[src/rtl/cal_pkg.sv]
package cal_pkg;

  typedef struct packed {
    logic [7:0] year;
    logic [7:0] mon;
    logic [7:0] date;
    logic [7:0] wday;
    logic [7:0] hour;
    logic [7:0] min;
    logic [7:0] sec;
  } cal_time_t;

  localparam cal_time_t CAL_RESET = '{year: 8'h00, mon: 8'h01, date: 8'h01,
                                      wday: 8'h01, hour: 8'h00, min: 8'h00,
                                      sec: 8'h00};
  localparam logic [7:0] CTRL_RESET = 8'h80;
  localparam logic [2:0] CTRL_ADDR  = 3'd7;

  // one BCD step, low digit 9 rolls into the tens digit
  function automatic logic [7:0] bcd_next(input logic [7:0] b);
    if (b[3:0] == 4'h9) return {b[7:4] + 4'd1, 4'h0};
    else                return {b[7:4], b[3:0] + 4'd1};
  endfunction

  // divisible by four, judged on the two BCD digits
  function automatic logic leap_year(input logic [7:0] y);
    if (y[4] == 1'b0) return (y[3:0] == 4'h0) || (y[3:0] == 4'h4) || (y[3:0] == 4'h8);
    else              return (y[3:0] == 4'h2) || (y[3:0] == 4'h6);
  endfunction

  function automatic logic [7:0] days_in_month(input logic [7:0] m, input logic [7:0] y);
    case (m)
      8'h02:                      return leap_year(y) ? 8'h29 : 8'h28;
      8'h04, 8'h06, 8'h09, 8'h11: return 8'h30;
      default:                    return 8'h31;
    endcase
  endfunction

  // returns {day_carry, next_hour_byte}; format bits are preserved
  function automatic logic [8:0] hour_next(input logic [7:0] h);
    logic [7:0] inc;
    if (h[6]) begin
      inc = bcd_next({3'b000, h[4:0]});
      if (h[4:0] == 5'h12)      return {1'b0, h[7:5], 5'h01};
      else if (h[4:0] == 5'h11) return {h[5], h[7:6], ~h[5], 5'h12};
      else                      return {1'b0, h[7:5], inc[4:0]};
    end else begin
      inc = bcd_next({2'b00, h[5:0]});
      if (h[5:0] == 6'h23) return {1'b1, h[7:6], 6'h00};
      else                 return {1'b0, h[7:6], inc[5:0]};
    end
  endfunction

endpackage

[src/rtl/cal_subsec.sv]
module cal_subsec #(
  parameter int DIV = 4
) (
  input  logic clk,
  input  logic rst_n,
  input  logic tick_in,
  input  logic run,
  input  logic hold,
  input  logic clear,
  output logic sec_evt
);
  localparam int CW = (DIV > 2) ? $clog2(DIV) : 1;
  localparam logic [CW-1:0] LAST = CW'(DIV - 1);

  logic [CW-1:0] cnt_q;
  logic          count_en;

  assign count_en = tick_in && run && !hold;
  assign sec_evt  = count_en && (cnt_q == LAST);

  always_ff @(posedge clk or negedge rst_n) begin
    if (!rst_n)        cnt_q <= '0;
    else if (clear)    cnt_q <= '0;
    else if (sec_evt)  cnt_q <= '0;
    else if (count_en) cnt_q <= cnt_q + 1'b1;
  end

  // two seconds never come on adjacent clocks
  assert_evt_spacing_R8: assert property (@(posedge clk) disable iff (!rst_n)
    sec_evt |=> !sec_evt);

  // a stopped oscillator leaves the phase untouched
  assert_phase_hold_R7: assert property (@(posedge clk) disable iff (!rst_n)
    (!run && !clear) |=> $stable(cnt_q));

endmodule

[src/rtl/cal_counter.sv]
module cal_counter
  import cal_pkg::*;
(
  input  logic       clk,
  input  logic       rst_n,
  input  logic       sec_evt,
  input  logic       wr_en,
  input  logic [2:0] wr_addr,
  input  logic [7:0] wr_data,
  output cal_time_t  now
);
  cal_time_t  t_q;
  logic [8:0] hr_nx;
  logic       min_step, hr_step, day_step, mon_step, yr_step;
  logic [7:0] month_end;

  assign hr_nx     = hour_next(t_q.hour);
  assign month_end = days_in_month(t_q.mon, t_q.year);

  // carry chain, each stage named for the checks below
  assign min_step = sec_evt && !wr_en && (t_q.sec == 8'h59);
  assign hr_step  = min_step && (t_q.min == 8'h59);
  assign day_step = hr_step && hr_nx[8];
  assign mon_step = day_step && (t_q.date == month_end);
  assign yr_step  = mon_step && (t_q.mon == 8'h12);

  always_ff @(posedge clk or negedge rst_n) begin
    if (!rst_n) begin
      t_q <= CAL_RESET;
    end else if (wr_en) begin
      case (wr_addr)
        3'd0: t_q.sec  <= wr_data;
        3'd1: t_q.min  <= wr_data;
        3'd2: t_q.hour <= wr_data;
        3'd3: t_q.wday <= wr_data;
        3'd4: t_q.date <= wr_data;
        3'd5: t_q.mon  <= wr_data;
        3'd6: t_q.year <= wr_data;
        default: ;
      endcase
    end else if (sec_evt) begin
      t_q.sec <= min_step ? 8'h00 : bcd_next(t_q.sec);
      if (min_step) t_q.min  <= hr_step ? 8'h00 : bcd_next(t_q.min);
      if (hr_step)  t_q.hour <= hr_nx[7:0];
      if (day_step) begin
        t_q.wday <= (t_q.wday == 8'h07) ? 8'h01 : bcd_next(t_q.wday);
        t_q.date <= mon_step ? 8'h01 : bcd_next(t_q.date);
      end
      if (mon_step) t_q.mon  <= yr_step ? 8'h01 : bcd_next(t_q.mon);
      if (yr_step)  t_q.year <= (t_q.year == 8'h99) ? 8'h00 : bcd_next(t_q.year);
    end
  end

  assign now = t_q;

  assert_sec_wrap_R2: assert property (@(posedge clk) disable iff (!rst_n)
    min_step |=> (t_q.sec == 8'h00));

  assert_min_wrap_R2: assert property (@(posedge clk) disable iff (!rst_n)
    hr_step |=> (t_q.min == 8'h00));

  assert_midnight_R3: assert property (@(posedge clk) disable iff (!rst_n)
    (hr_step && !t_q.hour[6] && t_q.hour[5:0] == 6'h23) |=> (t_q.hour[5:0] == 6'h00));

  assert_noon_flip_R4: assert property (@(posedge clk) disable iff (!rst_n)
    (hr_step && t_q.hour[6] && t_q.hour[4:0] == 5'h11) |=> (t_q.hour[5] != $past(t_q.hour[5])));

  assert_day_wrap_R5: assert property (@(posedge clk) disable iff (!rst_n)
    (day_step && t_q.wday == 8'h07) |=> (t_q.wday == 8'h01));

  assert_year_step_R6: assert property (@(posedge clk) disable iff (!rst_n)
    (mon_step && t_q.mon == 8'h12) |=> (t_q.mon == 8'h01 && t_q.year != $past(t_q.year)));

  assert_write_load_R9: assert property (@(posedge clk) disable iff (!rst_n)
    (wr_en && wr_addr == 3'd0) |=> (t_q.sec == $past(wr_data)));

endmodule

[src/rtl/cal_capture.sv]
module cal_capture
  import cal_pkg::*;
(
  input  logic       clk,
  input  logic       rst_n,
  input  logic       freeze,
  input  cal_time_t  live,
  input  logic [7:0] ctrl,
  input  logic [2:0] rd_addr,
  output logic [7:0] rd_data
);
  logic [7:0][7:0] shad_q;
  logic [7:0][7:0] live_v;

  assign live_v = {ctrl, live};

  always_ff @(posedge clk or negedge rst_n) begin
    if (!rst_n)       shad_q <= {CTRL_RESET, CAL_RESET};
    else if (!freeze) shad_q <= live_v;
  end

  assign rd_data = shad_q[rd_addr];

  assert_freeze_hold_R10: assert property (@(posedge clk) disable iff (!rst_n)
    freeze |=> $stable(shad_q));

  assert_follow_R10: assert property (@(posedge clk) disable iff (!rst_n)
    !freeze |=> (shad_q == $past(live_v)));

endmodule

[src/rtl/bcd_calendar_clock.sv]
module bcd_calendar_clock
  import cal_pkg::*;
#(
  parameter int TICKS_PER_SEC = 4
) (
  input  logic       clk,
  input  logic       rst_n,
  input  logic       tick_in,
  input  logic       wr_en,
  input  logic [2:0] wr_addr,
  input  logic [7:0] wr_data,
  input  logic       rd_freeze,
  input  logic [2:0] rd_addr,
  output logic [7:0] rd_data
);
  logic       halt_q;
  logic       sec_evt;
  logic       wr_sec;
  cal_time_t  live_time;

  assign wr_sec = wr_en && (wr_addr == 3'd0);

  always_ff @(posedge clk or negedge rst_n) begin
    if (!rst_n)                              halt_q <= CTRL_RESET[7];
    else if (wr_en && wr_addr == CTRL_ADDR)  halt_q <= wr_data[7];
  end

  cal_subsec #(.DIV(TICKS_PER_SEC)) u_subsec (
    .clk     (clk),
    .rst_n   (rst_n),
    .tick_in (tick_in),
    .run     (!halt_q),
    .hold    (wr_en),
    .clear   (wr_sec),
    .sec_evt (sec_evt)
  );

  cal_counter u_counter (
    .clk     (clk),
    .rst_n   (rst_n),
    .sec_evt (sec_evt),
    .wr_en   (wr_en),
    .wr_addr (wr_addr),
    .wr_data (wr_data),
    .now     (live_time)
  );

  cal_capture u_capture (
    .clk     (clk),
    .rst_n   (rst_n),
    .freeze  (rd_freeze),
    .live    (live_time),
    .ctrl    ({halt_q, 7'b0}),
    .rd_addr (rd_addr),
    .rd_data (rd_data)
  );

  assert_halt_hold_R7: assert property (@(posedge clk) disable iff (!rst_n)
    (halt_q && !wr_en) |=> $stable(live_time));

endmodule

[config.mk]
export PLATFORM = sky130hd
export DESIGN_NAME = bcd_calendar_clock
export DESIGN_NICKNAME = d
export VERILOG_FILES = /design/src/rtl/cal_pkg.sv /design/src/rtl/cal_subsec.sv /design/src/rtl/cal_counter.sv /design/src/rtl/cal_capture.sv /design/src/rtl/bcd_calendar_clock.sv
export SDC_FILE = /design/constraint.sdc
export NUM_CORES = 1
export LEC_CHECK = 0
export BUFFER_PORTS_ARGS = -buffer_cell sky130_fd_sc_hd__buf_2
export CAP_MARGIN = 5
export CELL_PAD_IN_SITES_DETAIL_PLACEMENT = 1
export CELL_PAD_IN_SITES_GLOBAL_PLACEMENT = 2
export CORE_UTILIZATION = 41
export DETAILED_ROUTE_END_ITERATION = 7
export PLACE_DENSITY = 0.89
export RECOVER_POWER = 100
export SETUP_SLACK_MARGIN = 0.5
export SLEW_MARGIN = 20
export SYNTH_ARGS = -nofsm -noshare
export SYNTH_HDL_FRONTEND = slang
export SYNTH_SLANG_ARGS = --single-unit
[constraint.sdc]
create_clock -name clk -period 3.8 [get_ports clk]
set_clock_uncertainty 0.05 [all_clocks]
set_input_delay 0.57 -clock clk [delete_from_list [all_inputs] [get_ports clk]]
set_output_delay 0.57 -clock clk [all_outputs]
set_load 0.005 [all_outputs]
==> run summary <==
The run finished, with violations left. The final reports fail on max-capacitance violations, max-slew violations. For this design the total switching power over the nets is 1.55 mW. The per-cell routed wire length was 22.5 um.

After synthesis, the cell types taking the most area are dfrtp_1 42%, mux2_2 7.3%, o21ai_0 5.0%. The cell depth of the worst min-delay path came out at 2. The area of placed instances was 0.00681 mm2.

The share of flip-flops with an asynchronous set or reset is 100%, and the total overflow reported by the global router is 0. For the total wire length, the log shows 20.3 mm. The final hold violation count is 0. Sequential-to-total area share from yosys stat: 44.9%.

The transition time at the pin with the least slew margin was 1.98 ns; the cell area after synthesis was 0.00648 mm2. Share of power burned in combinational logic: 22.0%. The worst hold path belongs to the class primary input to flip-flop. The tools report the reg-to-reg endpoint as u_counter.now[53].

The number of clock buffers added by TritonCTS is 17. Net switching is 33.0% of the power. Setup violations remaining at the end of the flow were counted as 0. Summing all multi-input logic gate instances after layout gives 0.00331 mm2. The worst setup path is captured at a flip-flop. Setup repair after global routing left no endpoint under its margin. The worst setup path is launched from a flip-flop. The total count of max-transition violations in the final report was 121. In the layout the commonest cells are 108 x dfrtp_1, 65 x o21ai_0, 64 x nand2_1. The post-route clock period utilization was 88.2%; the maximum level of the CTS H-tree was 4. Number of core rows: 45.

Adding up every negative setup slack in the final design gives 0 ns. The logs give 309 for the initial detailed-routing violation count and 5783 for the via count of the first global-routing pass. For flop-to-flop paths, the worst setup slack is 0.45 ns.

Relative to the synthesized area, the layout overhead comes to 13.7%. Net count reported at finish: 716. In this run the tightest slew margin relative to its limit is -31.9%. In the final layout, the share of cells above drive strength 1 is 17.2%.

The die is 128 um tall. The run gives 35.0% as the met1 global-route usage. The layer with the highest usage was met2.

Post-synth net total: 696. Port buffering added 26 buffers. The total vias in the final route was 5388. Flip-flop cell with the highest count after synthesis: dfrtp_1.

For hold timing, the worst endpoint is u_counter.now[22]. The worst register-to-register path begins at u_counter.now[1]. The antenna cell count came out at 0. The run gives 42.4% as the sequential share of power. The die covers 0.0163 mm2. The initial utilization of the core area, before any placement, comes to 42.3%. Yosys mapped a number of flops with a built-in enable equal to 0.

Routability-driven placement finished with a final weighted congestion of 0.857. The deepest clock path buffer count is 2. The number of cells on the worst reg-to-reg path works out to 9.

The total power after layout is 4.70 mW, and the synthesized flop and latch total is 116. The top-area cell type share of the netlist area is 41.7%. The maximum fanout along the worst path was 12.

Hold timing on the final database bottoms out at a slack of 0.357 ns. Data on the critical path arrives at its endpoint at 3.61 ns. The logs give 3.10 nW for the leakage power total and 35.7% for the clock share of power. After legalization and detailed placement, the total HPWL measured 14.0 mm.

Clock tree synthesis selected as its root buffer the cell clkbuf_16. The tools report the internal cell power as 3.15 mW. The placeable core region was 0.0153 mm2. Beginning of the worst hold path: wr_data[6]. The pre-antenna-repair detailed-routing pass consisted of 4 iterations.

The number of antenna violations at the first check in global routing is 0, and the number of warnings printed during yosys synthesis is 0. The count of clock tree sinks came out at 116. The design area is 0.00737 mm2. From left edge to right edge, the die measures 128 um. The logs give 26.6% for the overall routing resource usage and 1727 for the fill cell instance count of the final layout.

Leading cell type in the layout, fill and taps excluded: dfrtp_1. The worst path in the final design needs a cycle of 3.35 ns, including I/O delays and setup. Entering global routing, the biggest net connects 76 pins. The DRC violation count after routing was 0; the area taken by flip-flops and latches was 0.00291 mm2. Global routing used 5.97% of the available met3 tracks. The maximum clock frequency was 298 MHz. Using the TritonRoute via totals, the vias-per-cell ratio works out to 5.99.

For the I/O pin total, the log shows 27. Synthesis produced a netlist whose cell count is 655. TritonCTS built the clock tree. The mean post-synth cell area works out to 9.90 um2. Global routing used 42.9% of the available met2 tracks. The clock transition at the registers of the reported paths was 0.05 ns. The first global-routing pass estimated 32.2 mm of wire. Data on the critical path is required at its endpoint by 4.05 ns. The run gives 0.335 mV as the worst vdd rail ir drop. The run gives 0.43 ns as the source-to-sink clock delay at the later pin of the worst-skew pair.

The kind of critical path is flip-flop to flip-flop. For the remaining antenna violation count, the log shows 0. Counting distinct cell types in the post-synthesis netlist gives 70. The cell accounting for the most synthesized area is dfrtp_1.

The run gives 2 as the reported max-cap violation count. For this design the ratio of total power to cell area is 637 mW/mm2.
[cell families (layout without fill, tap and decap cells)]
| logic type | count (synthesis) | count (layout) | synth area share (%) |
|---|---|---|---|
| and+or+nand+nor | 193 | 193 | 15.0 |
| muxes | 65 | 65 | 12.7 |
| AOI/OAI and AO/OA | 195 | 195 | 19.3 |
| buffers and inverters | 64 | 97 | 3.82 |
| adders and majority gates | 22 | 22 | 4.24 |
| DFF | 116 | 116 | 44.9 |
[per-stage QoR]
step                util (%)  instances  setup slack, ns
floorplan                  -        655            0.959
global placement        44.5        866            0.462
detailed placement      44.5        866            0.406
CTS                     48.5        898            0.509
global route            48.1        899            0.289
finish                  48.1        899            0.447
[sequential cells by signal (all words and copies together), names as in the netlist]
signal and cells:
u_capture.shad_q 57, halt_q 1, u_counter.now 56, u_subsec.cnt_q 2
[worst max-delay path by stage]
stage / startpoint / end / slack (ns) / cells past startpoint
finish: u_counter.now[1] / u_counter.now[53] / 0.45 / 9
global route: u_counter.now[1] / u_counter.now[49] / 0.29 / 10
CTS: u_counter.now[1] / u_counter.now[53] / 0.51 / 9
detailed placement: wr_en / u_counter.now[53] / 0.41 / 8
global placement: wr_en / u_counter.now[52] / 0.46 / 8
floorplan: wr_en / u_counter.now[47] / 0.96 / 8
[Yosys cell counts (all sizes together), types with 3 or more instances]
cell,instances
dfrtp,108
o21ai,68
nand2,64
nor2,48
mux2,46
a21oi,38
inv,32
clkbuf,29
ha,22
nand3,21
a31oi,11
o31a,11
mux2i,10
mux4,9
nor2b,9
dfstp,8
o22ai,8
and3,6
nand2b,6
nor3,6
nor3b,6
o211ai,6
o221ai,5
o31ai,5
a221oi,4
a32oi,4
nand3b,4
o21a,4
or3,4
a22o,3
buf,3
nand4bb,3
or2,3
[per-layer routing]
layer / share of wire, % / vias to the layer above
li1: - / 2442
met1: 45 / 2769
met2: 47 / 145
met3: 5.8 / 32
met4: 2.0 / 0
met5: 0 / -
[timing repair]
item / 4_1_cts / 5_1_grt
gates resized for setup: 1 / 2
hold buffers: 0 / 0
setup endpoints to repair: 2 / 4
buffers inserted: 0 / 1
pin swaps: 0 / 1
[critical path: stages (launching register included)]
cell and delay [ns]:
dfrtp_1 0.40, inv_1 0.12, ha_1 0.17, nand3b_1 0.26, nor4_4 0.35, o211ai_1 0.22, or4_1 0.62, a211o_2 0.47
a21oi_2 0.22, mux2_1 0.35
[power by group through the flow]
stage                     logic, mW  registers, mW  clock network [mW]
final                          1.03           1.99                1.68
after global routing           1.16           2.03                1.75
after CTS                      1.05           1.98                1.70
after detailed placement       1.03           1.99                   0
after global placement        0.962           1.96                   0
after floorplan               0.784           1.81                   0
[area by class of cell]
type                    count  share of cell area, %
inverters                  32                   1.63
clock inverters            10                   1.73
flip-flops and latches    116                   39.5
repair buffers             33                   2.14
well taps                 211                   3.58
clock buffers              22                   6.57
multi-input cells         475                   44.8
Note: power is estimated with default switching activity, not from simulation.
